==> config.mk <==
export PLATFORM = sky130hd
export DESIGN_NAME = sbm_cycle_dec
export DESIGN_NICKNAME = d
export VERILOG_FILES = /design/src/rtl/sbm_pkg.sv /design/src/rtl/sbm_cycle_dec.sv
export SDC_FILE = /design/constraint.sdc
export NUM_CORES = 1
export LEC_CHECK = 0
export BUFFER_PORTS_ARGS = -buffer_cell sky130_fd_sc_hd__buf_2
export CAP_MARGIN = 25
export CORE_AREA = 4 4 41 43
export DETAILED_ROUTE_END_ITERATION = 12
export DIE_AREA = 0 0 45 47
export SYNTH_ARGS = -nofsm -noshare
export SYNTH_HDL_FRONTEND = slang
export SYNTH_SLANG_ARGS = --single-unit
==> constraint.sdc <==
create_clock -name vclk -period 1.4
set_input_delay 0.14 -clock vclk [all_inputs]
set_output_delay 0.14 -clock vclk [all_outputs]
set_load 0.01 [all_outputs]
==> src/rtl/sbm_pkg.sv <==
package sbm_pkg;
   typedef enum logic [1:0] {
      OP_NONE  = 2'd0,
      OP_READ  = 2'd1,
      OP_WRITE = 2'd2
   } sbm_op_e;

   typedef enum logic [1:0] {
      AS_EXT  = 2'd0,
      AS_CUR  = 2'd1,
      AS_NEXT = 2'd2
   } sbm_asrc_e;
endpackage

==> src/rtl/sbm_cycle_dec.sv <==
module sbm_cycle_dec
   import sbm_pkg::*;
#(
   parameter int LANES = 4
) (
   input  logic             sel_a_n,
   input  logic             sel_b,
   input  logic             sel_c_n,
   input  logic             cpu_strb_n,
   input  logic             ctl_strb_n,
   input  logic             adv_n,
   input  logic             gwr_n,
   input  logic             bwr_n,
   input  logic [LANES-1:0] lane_en_n,
   input  logic             sleep,
   input  logic             active,
   output sbm_op_e          op,
   output sbm_asrc_e        asrc,
   output logic             start,
   output logic             stop,
   output logic [LANES-1:0] lane_we
);
   logic             selected;
   logic [LANES-1:0] req_mask;

   assign selected = !sel_a_n && sel_b && !sel_c_n;

   always_comb begin
      if (!gwr_n)      req_mask = '1;
      else if (!bwr_n) req_mask = ~lane_en_n;
      else             req_mask = '0;
   end

   always_comb begin
      op    = OP_NONE;
      asrc  = AS_CUR;
      start = 1'b0;
      stop  = 1'b0;
      if (!sleep) begin
         if (!cpu_strb_n && !sel_a_n) begin
            if (selected) begin
               op    = OP_READ;
               asrc  = AS_EXT;
               start = 1'b1;
            end else begin
               stop = 1'b1;
            end
         end else if (!ctl_strb_n) begin
            if (selected) begin
               op    = (|req_mask) ? OP_WRITE : OP_READ;
               asrc  = AS_EXT;
               start = 1'b1;
            end else begin
               stop = 1'b1;
            end
         end else if (active) begin
            op   = (|req_mask) ? OP_WRITE : OP_READ;
            asrc = adv_n ? AS_CUR : AS_NEXT;
         end
      end
   end

   assign lane_we = (op == OP_WRITE) ? req_mask : '0;
endmodule

==> results of run 1 <==
[cell usage after synthesis]
cell type  count
and2_1         4
o21ai_0        4
nand2_1        2
nor3b_1        2
a21o_1         1
a21oi_1        1
a221oi_4       1
a31o_1         1
a41o_1         1
and3b_1        1
nand2b_1       1
nor4_1         1
nor4bb_1       1
o21ai_1        1
o21bai_1       1
or3b_1         1
or4b_4         1
[power groups by stage]
stage	clock, mW	sequential (mW)	combinational [mW]
after global routing	0	0	0.0998
after floorplan	0	0	0.0350
after CTS	0	0	0.0878
after detailed placement	0	0	0.0858
final	0	0	0.0889
after global placement	0	0	0.0851
[cell type report]
type	count	area (um2)	share of cell area, %
multi-input combinational	25	191	51.3
timing repair buffer	28	163	43.6
tap	15	18.8	5.03
[cell families (layout without fill, tap and decap cells)]
logic type      Yosys count  count (layout)  share of synthesized area [%]
compound gates           11              11                           47.1
simple gates             14              14                           52.9
buf+inv                   0              28                              0
[layer usage]
metal | vias to the layer above | wire (um) | GRT usage [%]
li1 | 157 | - | -
met1 | 131 | 299 | 9.21
met2 | 24 | 279 | 12.4
met3 | 0 | 123 | 0.383
met4 | 0 | 0 | 0
met5 | - | 0 | 0
[worst min path at each step]
stage	startpoint	endpoint	slack [ns]	depth (start not counted)
6_report	adv_n	asrc[1]	0.54	3
5_1_grt	adv_n	asrc[1]	0.56	3
4_1_cts	adv_n	asrc[1]	0.54	3
3_5_place_dp	adv_n	asrc[1]	0.54	3
3_3_place_gp	adv_n	asrc[1]	0.55	3
2_1_floorplan	sleep	stop	0.33	1
[layout by cell type, fill, tap and decap left out, types with 2 or more instances in the layout]
cell type   n
buf_2      22
o21ai_0     4
and2_1      4
buf_4       4
nand2_1     2
nor3b_1     2
buf_6       2
[repair_timing]
| action | in CTS | in global routing |
|---|---|---|
| gates resized for setup | 1 | 1 |
| setup buffers | 0 | 0 |
| pin swaps | 0 | 2 |
| hold buffers | 0 | 0 |
| endpoints found under the setup margin | 5 | 6 |
[through the flow]
| stage | hold WS [ns] | util, % |
|---|---|---|
| floorplan | 0.330 | - |
| global placement | 0.547 | 27.7 |
| detailed placement | 0.537 | 27.7 |
| CTS | 0.538 | 28.2 |
| global route | 0.560 | 28.7 |
| finish | 0.539 | 28.7 |
==> impl_metrics.tcl, run 1 <==
set metrics [dict create \
    placed_cells 68 \
    crit_end "lane_we[1]" \
    nClkBuffers 0 \
    synth_nets 39 \
    synthCells 25 \
    p_sw_share_pct 46.4 \
    ant_nets 0 \
    avgSynthCellArea_um2 7.66 \
    synthTopCellsByArea "a221oi_4 (14%), and2_1 (13%), o21ai_0 (10%)" \
    seq_area_frac_synth_pct 0 \
    crit_buf_inv 2 \
    status "complete, but fails checks" \
    cp-end-kind "primary output" \
    finalMaxSlewViolations 0 \
    power_density_nw_per_um2 239 \
    place_congestion 0.743 \
    fillerInstances 145 \
    p_sw_uw 41.3 \
    setup_ws_ns -0.100 \
    grt_start_max_net_pins 7 \
    ys_types 17 \
    layout.cells.non_filler 68 \
    grt-ovfl-total 0 \
    drive_above_1_share_pct 56.6 \
    cp_top_family "simple AND/OR/NAND/NOR gates" \
    required_ns 1.26 \
    drt-total-wl_um 702 \
    num_io_pins 24 \
    cpMaxStageDelayCell "or4b_4" \
    startpoint "sel_a_n" \
    start_kind "input pin" \
    power_frac_comb_pct 100.0 \
    core_area_um2 1300 \
    grt_pass1_vias 295 \
    period_share_pct 107 \
    clkPwrFrac_pct 0 \
    critPathArrivalTime_ns 1.36 \
    dpl-instance-area_um2 360 \
    grt_util_all_layers_pct 6.77 \
    slew_headroom_pct 75.6 \
    antenna_found_initial 0 \
    yosys_warnings 0 \
    critPathMaxFanout 5 \
    setup_viol 5 \
    nets 69 \
    cpPeakStageDelay_ns 0.55 \
    diodes 0 \
    cap_violations 0 \
    wire_per_inst_um 10.3 \
    dr.pass1.iters 2 \
    area_growth_pct 94.8 \
    first_iter_violations 1 \
    hold_class "input pin to primary output" \
    seq_cell_count 0 \
    io_buffers 24 \
    tightest_slew_ns 0.365 \
    via_per_inst 4.59 \
    synth.largest_area_cell "a221oi_4" \
    vdd_ir_drop_max_mv 0.0990 \
    p_leak_nw 0.196 \
    hold_violations 0 \
    syn-cell-area_um2 191 \
    seq_power_share_pct 0 \
    worstPathCellList "buf_6 > or4b_4 > a221oi_4 > and2_1 > buf_2" \
    grt_setup_unrepaired "yes" \
    dpl_worst_slack_ns -0.124 \
    fin_crit_ns 1.50 \
    p_int_uw 47.7 \
    seq_area_um2 0 \
    cp.depth 5 \
    die_area_um2 2120 \
    synth_top_area_share_pct 13.7 \
    fin_tns_setup_ns -0.395 \
    failed_checks "negative setup slack" \
    die_h_um 47 \
    drc_errors 0 \
    fmax_ghz 0.666 \
    fin_area_um2 373 \
    crit_type "input pin to primary output" \
    grt_pass1_wl_mm 1.14 \
    num_vias 312 \
    power.total_uw 88.9 \
    fp.dieW_um 45 \
    rows 13 \
    start_util_pct 14.7 \
]
No activity file was read; power rests on OpenSTA's default activity.
==> inputs of run 2 (changes only) <==
--- a/config.mk
+++ b/config.mk
@@ -5,11 +5,12 @@
 export SDC_FILE = /design/constraint.sdc
 export NUM_CORES = 1
 export LEC_CHECK = 0
-export BUFFER_PORTS_ARGS = -buffer_cell sky130_fd_sc_hd__buf_2
+export ABC_AREA = 1
 export CAP_MARGIN = 25
 export CORE_AREA = 4 4 41 43
 export DETAILED_ROUTE_END_ITERATION = 12
 export DIE_AREA = 0 0 45 47
+export DONT_BUFFER_PORTS = 1
 export SYNTH_ARGS = -nofsm -noshare
 export SYNTH_HDL_FRONTEND = slang
 export SYNTH_SLANG_ARGS = --single-unit
==> impl_metrics.tcl, run 2 <==
set metrics [dict create \
    die_area_um2 2120 \
    crit_end "op[0]" \
    io_buffers 0 \
    p_int_uw 15.2 \
    die_h_um 47 \
    seq_cell_count 0 \
    cap_violations 0 \
    grtUsageMet3_pct 1.15 \
    hold_class "input pin to primary output" \
    num_io_pins 24 \
    dr.pass1.iters 2 \
    cts_resized 0 \
    dp_hpwl_um 580 \
    nets 62 \
    power.total_uw 50.7 \
    slew_headroom_pct 81.3 \
    rows 13 \
    seq_power_share_pct 0 \
    drt-total-wl_um 611 \
    drive_above_1_share_pct 2.17 \
    grt_use_met1_pct 6.07 \
    via_per_inst 4.16 \
    startpoint "gwr_n" \
    grt-ovfl-total 0 \
    p_sw_uw 35.4 \
    drc_errors 0 \
    critPathMaxFanout 4 \
    seq_area_um2 0 \
    gr-usage-met2_pct 9.89 \
    finalMaxSlewViolations 0 \
    clkPwrFrac_pct 0 \
    ant_nets 0 \
    yosysMostFrequentCell "inv_1" \
    fmax_ghz 1.03 \
    power_frac_comb_pct 100.0 \
    num_vias 254 \
    syn-cell-area_um2 196 \
    tightest_slew_ns 0.280 \
    diodes 0 \
    cts_hold_buf 0 \
    fin_crit_ns 0.976 \
    grt_start_max_net_pins 7 \
    critPathArrivalTime_ns 0.84 \
    p_leak_nw 0.140 \
    hold_violations 0 \
    multi_input_area_um2 140 \
    wire_per_inst_um 10.0 \
    grt_pass1_vias 215 \
    layout_commonest_cell "inv_1" \
    synth_nets 60 \
    synthTopCellsByArea "inv_1 (29%), nor2_1 (21%), nand2_1 (11%)" \
    start_util_pct 15.1 \
    period_share_pct 69.7 \
    area_growth_pct 9.55 \
    gr-max-usage-layer "met2" \
    fin_hold_ws_ns 0.434 \
    antenna_found_initial 0 \
    setup_viol 0 \
    cpMaxStageDelayCell "a21oi_1" \
    cpPeakStageDelay_ns 0.23 \
    synth.largest_area_cell "inv_1" \
    status "completed" \
    fin_tns_setup_ns 0 \
    fin_util_pct 16.5 \
    synth_top_area_share_pct 28.7 \
    grt_setup_unrepaired "no" \
    cp-end-kind "primary output" \
    ys_top_cells_by_count "inv_1 (15), nor2_1 (11), nand2_1 (6)" \
    place_congestion 0.637 \
    fp.dieW_um 45 \
    fin_area_um2 215 \
    start_kind "input pin" \
    postCtsSetupBuffers 0 \
    ys_types 11 \
    power_density_nw_per_um2 235 \
    fillerInstances 169 \
    crit_type "input pin to primary output" \
    final_cell_mix "inv_1 (15), nor2_1 (11), nand2_1 (6)" \
    dpl-instance-area_um2 215 \
    core_area_um2 1300 \
    p_sw_share_pct 69.9 \
    synthCells 46 \
    avgSynthCellArea_um2 4.27 \
    vdd_ir_drop_max_mv 0.0275 \
    nClkBuffers 0 \
    seq_area_frac_synth_pct 0 \
    grt_util_all_layers_pct 5.11 \
    worstPathCellList "inv_1 > nor2_1 > inv_1 > nor2_1 > nand2_1 > a21oi_1" \
    grt_pass1_wl_um 862 \
    first_iter_violations 2 \
    required_ns 1.26 \
    yosys_warnings 0 \
]
==> run 2: metrics by stage <==
step	worst slack, ns	instances
after global routing	0.292	61
after global placement	0.419	61
final	0.424	61
after floorplan	0.497	46
after detailed placement	0.409	61
after CTS	0.404	61
==> run 2: cell type report <==
class / instances / share of cell area (%)
Inverter: 15 / 26.2
Tap cell: 15 / 8.72
Multi-Input combinational cell: 31 / 65.1
==> run 2: how the worst min path moves through the flow <==
stage	from	endpoint	slack [ns]	cells after the start
2_1_floorplan	sleep	asrc[1]	0.41	3
3_3_place_gp	sleep	op[0]	0.44	3
3_5_place_dp	sleep	asrc[1]	0.44	3
6_report	sleep	asrc[1]	0.43	3
5_1_grt	sleep	op[0]	0.45	3
4_1_cts	sleep	op[0]	0.44	3
==> run 2: worst max-delay path, delay by kind of cell <==
family / cells / cell delay (ns)
buffers and inverters: 2 / 0.11
and+or+nand+nor: 3 / 0.36
AOI/OAI and AO/OA: 1 / 0.23
==> run 2: power groups by stage <==
stage | Clock [mW] | Combinational (mW) | Sequential [mW]
6_report | 0 | 0.0507 | 0
5_1_grt | 0 | 0.0581 | 0
4_1_cts | 0 | 0.0516 | 0
3_5_place_dp | 0 | 0.0514 | 0
3_3_place_gp | 0 | 0.0506 | 0
2_1_floorplan | 0 | 0.0435 | 0
==> run 2: cells by family after synthesis <==
logic type             count (synthesis)  share of synthesized area (%)
and+or+nand+nor                       25                           56.1
AOI/OAI and AO/OA                      6                           15.3
buffers and inverters                 15                           28.7
==> run 2: routing by layer <==
layer,part of all wire (%),vias to the layer above
li1,-,137
met1,37,105
met2,51,12
met3,12,0
met4,0,0
met5,0,-
==> inputs of run 3 (changes only) <==
==> constraint.sdc (replaced) <==
create_clock -name vclk -period 0.9
set_input_delay 0.09 -clock vclk [all_inputs]
set_output_delay 0.09 -clock vclk [all_outputs]
set_load 0.01 [all_outputs]
==> impl_metrics.tcl, run 3 (synthesized netlist as in run 2, its figures left out) <==
set metrics [dict create \
    status "completed" \
    via_per_inst 4.28 \
    p_int_uw 35.2 \
    diodes 0 \
    ant_nets 0 \
    required_ns 0.81 \
    num_vias 278 \
    cap_violations 0 \
    grt_setup_unrepaired "yes" \
    power_frac_comb_pct 100.0 \
    nets 66 \
    grt-ovfl-total 0 \
    min_path_cells 3 \
    cpMaxStageDelayCell "nor2_2" \
    antenna_found_initial 0 \
    layout_commonest_cell "inv_1" \
    postCtsSetupBuffers 0 \
    period_share_pct 93.8 \
    dr.pass1.iters 3 \
    placed_cells 65 \
    tightest_slew_ns 0.243 \
    critPathArrivalTime_ns 0.75 \
    hold_class "input pin to primary output" \
    cp-end-kind "primary output" \
    die_area_um2 2120 \
    seq_area_um2 0 \
    start_util_pct 15.1 \
    grt_util_all_layers_pct 5.51 \
    p_sw_uw 66.2 \
    final_cell_mix "inv_1 (14), nor2_1 (6), nand2_1 (6)" \
    vdd_ir_drop_max_mv 0.0636 \
    fin_crit_ns 0.844 \
    finalMaxSlewViolations 0 \
    grt_pass1_wl_um 938 \
    clkPwrFrac_pct 0 \
    first_iter_violations 3 \
    drive_above_1_share_pct 26.0 \
    cpPeakStageDelay_ns 0.19 \
    seq_power_share_pct 0 \
    drt-total-wl_um 631 \
    critPathMaxFanout 5 \
    wire_per_inst_um 9.71 \
    fmax_ghz 1.18 \
    slew_headroom_pct 83.7 \
    dpl_worst_slack_ns 0.0217 \
    hold_violations 0 \
    grt_start_max_net_pins 6 \
    io_buffers 0 \
    p_leak_nw 0.160 \
    multi_input_area_um2 166 \
    place_congestion 0.699 \
    power.total_uw 101 \
    worstPathCellList "inv_1 > nand2_1 > nand4_1 > nand3_2 > nor2_2" \
    setup_ws_ns 0.0560 \
    setup_viol 0 \
    p_sw_share_pct 65.3 \
    crit_type "input pin to primary output" \
    area_growth_pct 38.2 \
    fillerInstances 170 \
    grt_pass1_vias 239 \
    layout.cells.non_filler 65 \
    die_h_um 47 \
    drc_errors 0 \
    num_io_pins 24 \
    rows 13 \
    fp.dieW_um 45 \
    fin_tns_setup_ns 0 \
    power_density_nw_per_um2 373 \
    seq_cell_count 0 \
    nClkBuffers 0 \
    dp_hpwl_um 588 \
    core_area_um2 1300 \
    start_kind "input pin" \
]
[run 3: path summary, 6_finish.rpt]
| path | start | endpoint | slack (ns) |
|---|---|---|---|
| worst max-delay path | bwr_n | lane_we[0] | 0.06 |
| worst min-delay path | sleep | op[0] | 0.35 |
[run 3: layout make-up]
cell class,instances,area share (%)
Multi-Input combinational cell,31,61.3
Tap cell,15,6.91
Timing Repair Buffer,4,11.1
Inverter,15,20.7
[run 3: routing by layer]
layer	wire length, um	up-vias	global-route usage, %
li1	-	147	-
met1	246	120	6.07
met2	325	11	11.0
met5	0	-	0
met3	60	0	1.53
met4	0	0	0
[run 3: repair_timing]
item | 4_1_cts | 5_1_grt
hold buffers | 0 | 0
endpoints found under the setup margin | 0 | 6
resized for setup | 0 | 9
[run 3: worst max-delay path, delay by kind of cell]
kind,cells,cell delay [ns]
and+or+nand+nor,4,0.55
buffers and inverters,1,0.11
[run 3: power groups by stage]
stage | sequential (mW) | combinational (mW) | clock, mW
floorplan | 0 | 0.0677 | 0
global placement | 0 | 0.0876 | 0
detailed placement | 0 | 0.0891 | 0
CTS | 0 | 0.0895 | 0
global route | 0 | 0.115 | 0
finish | 0 | 0.101 | 0
[run 3: stage by stage]
step / utilization, % / hold WS (ns) / cell area, um2
detailed placement: 18.8 / 0.347 / 245
global route: 20.9 / 0.379 / 272
CTS: 18.8 / 0.344 / 245
finish: 20.9 / 0.351 / 272
floorplan: - / 0.309 / 196
global placement: 18.8 / 0.353 / 245
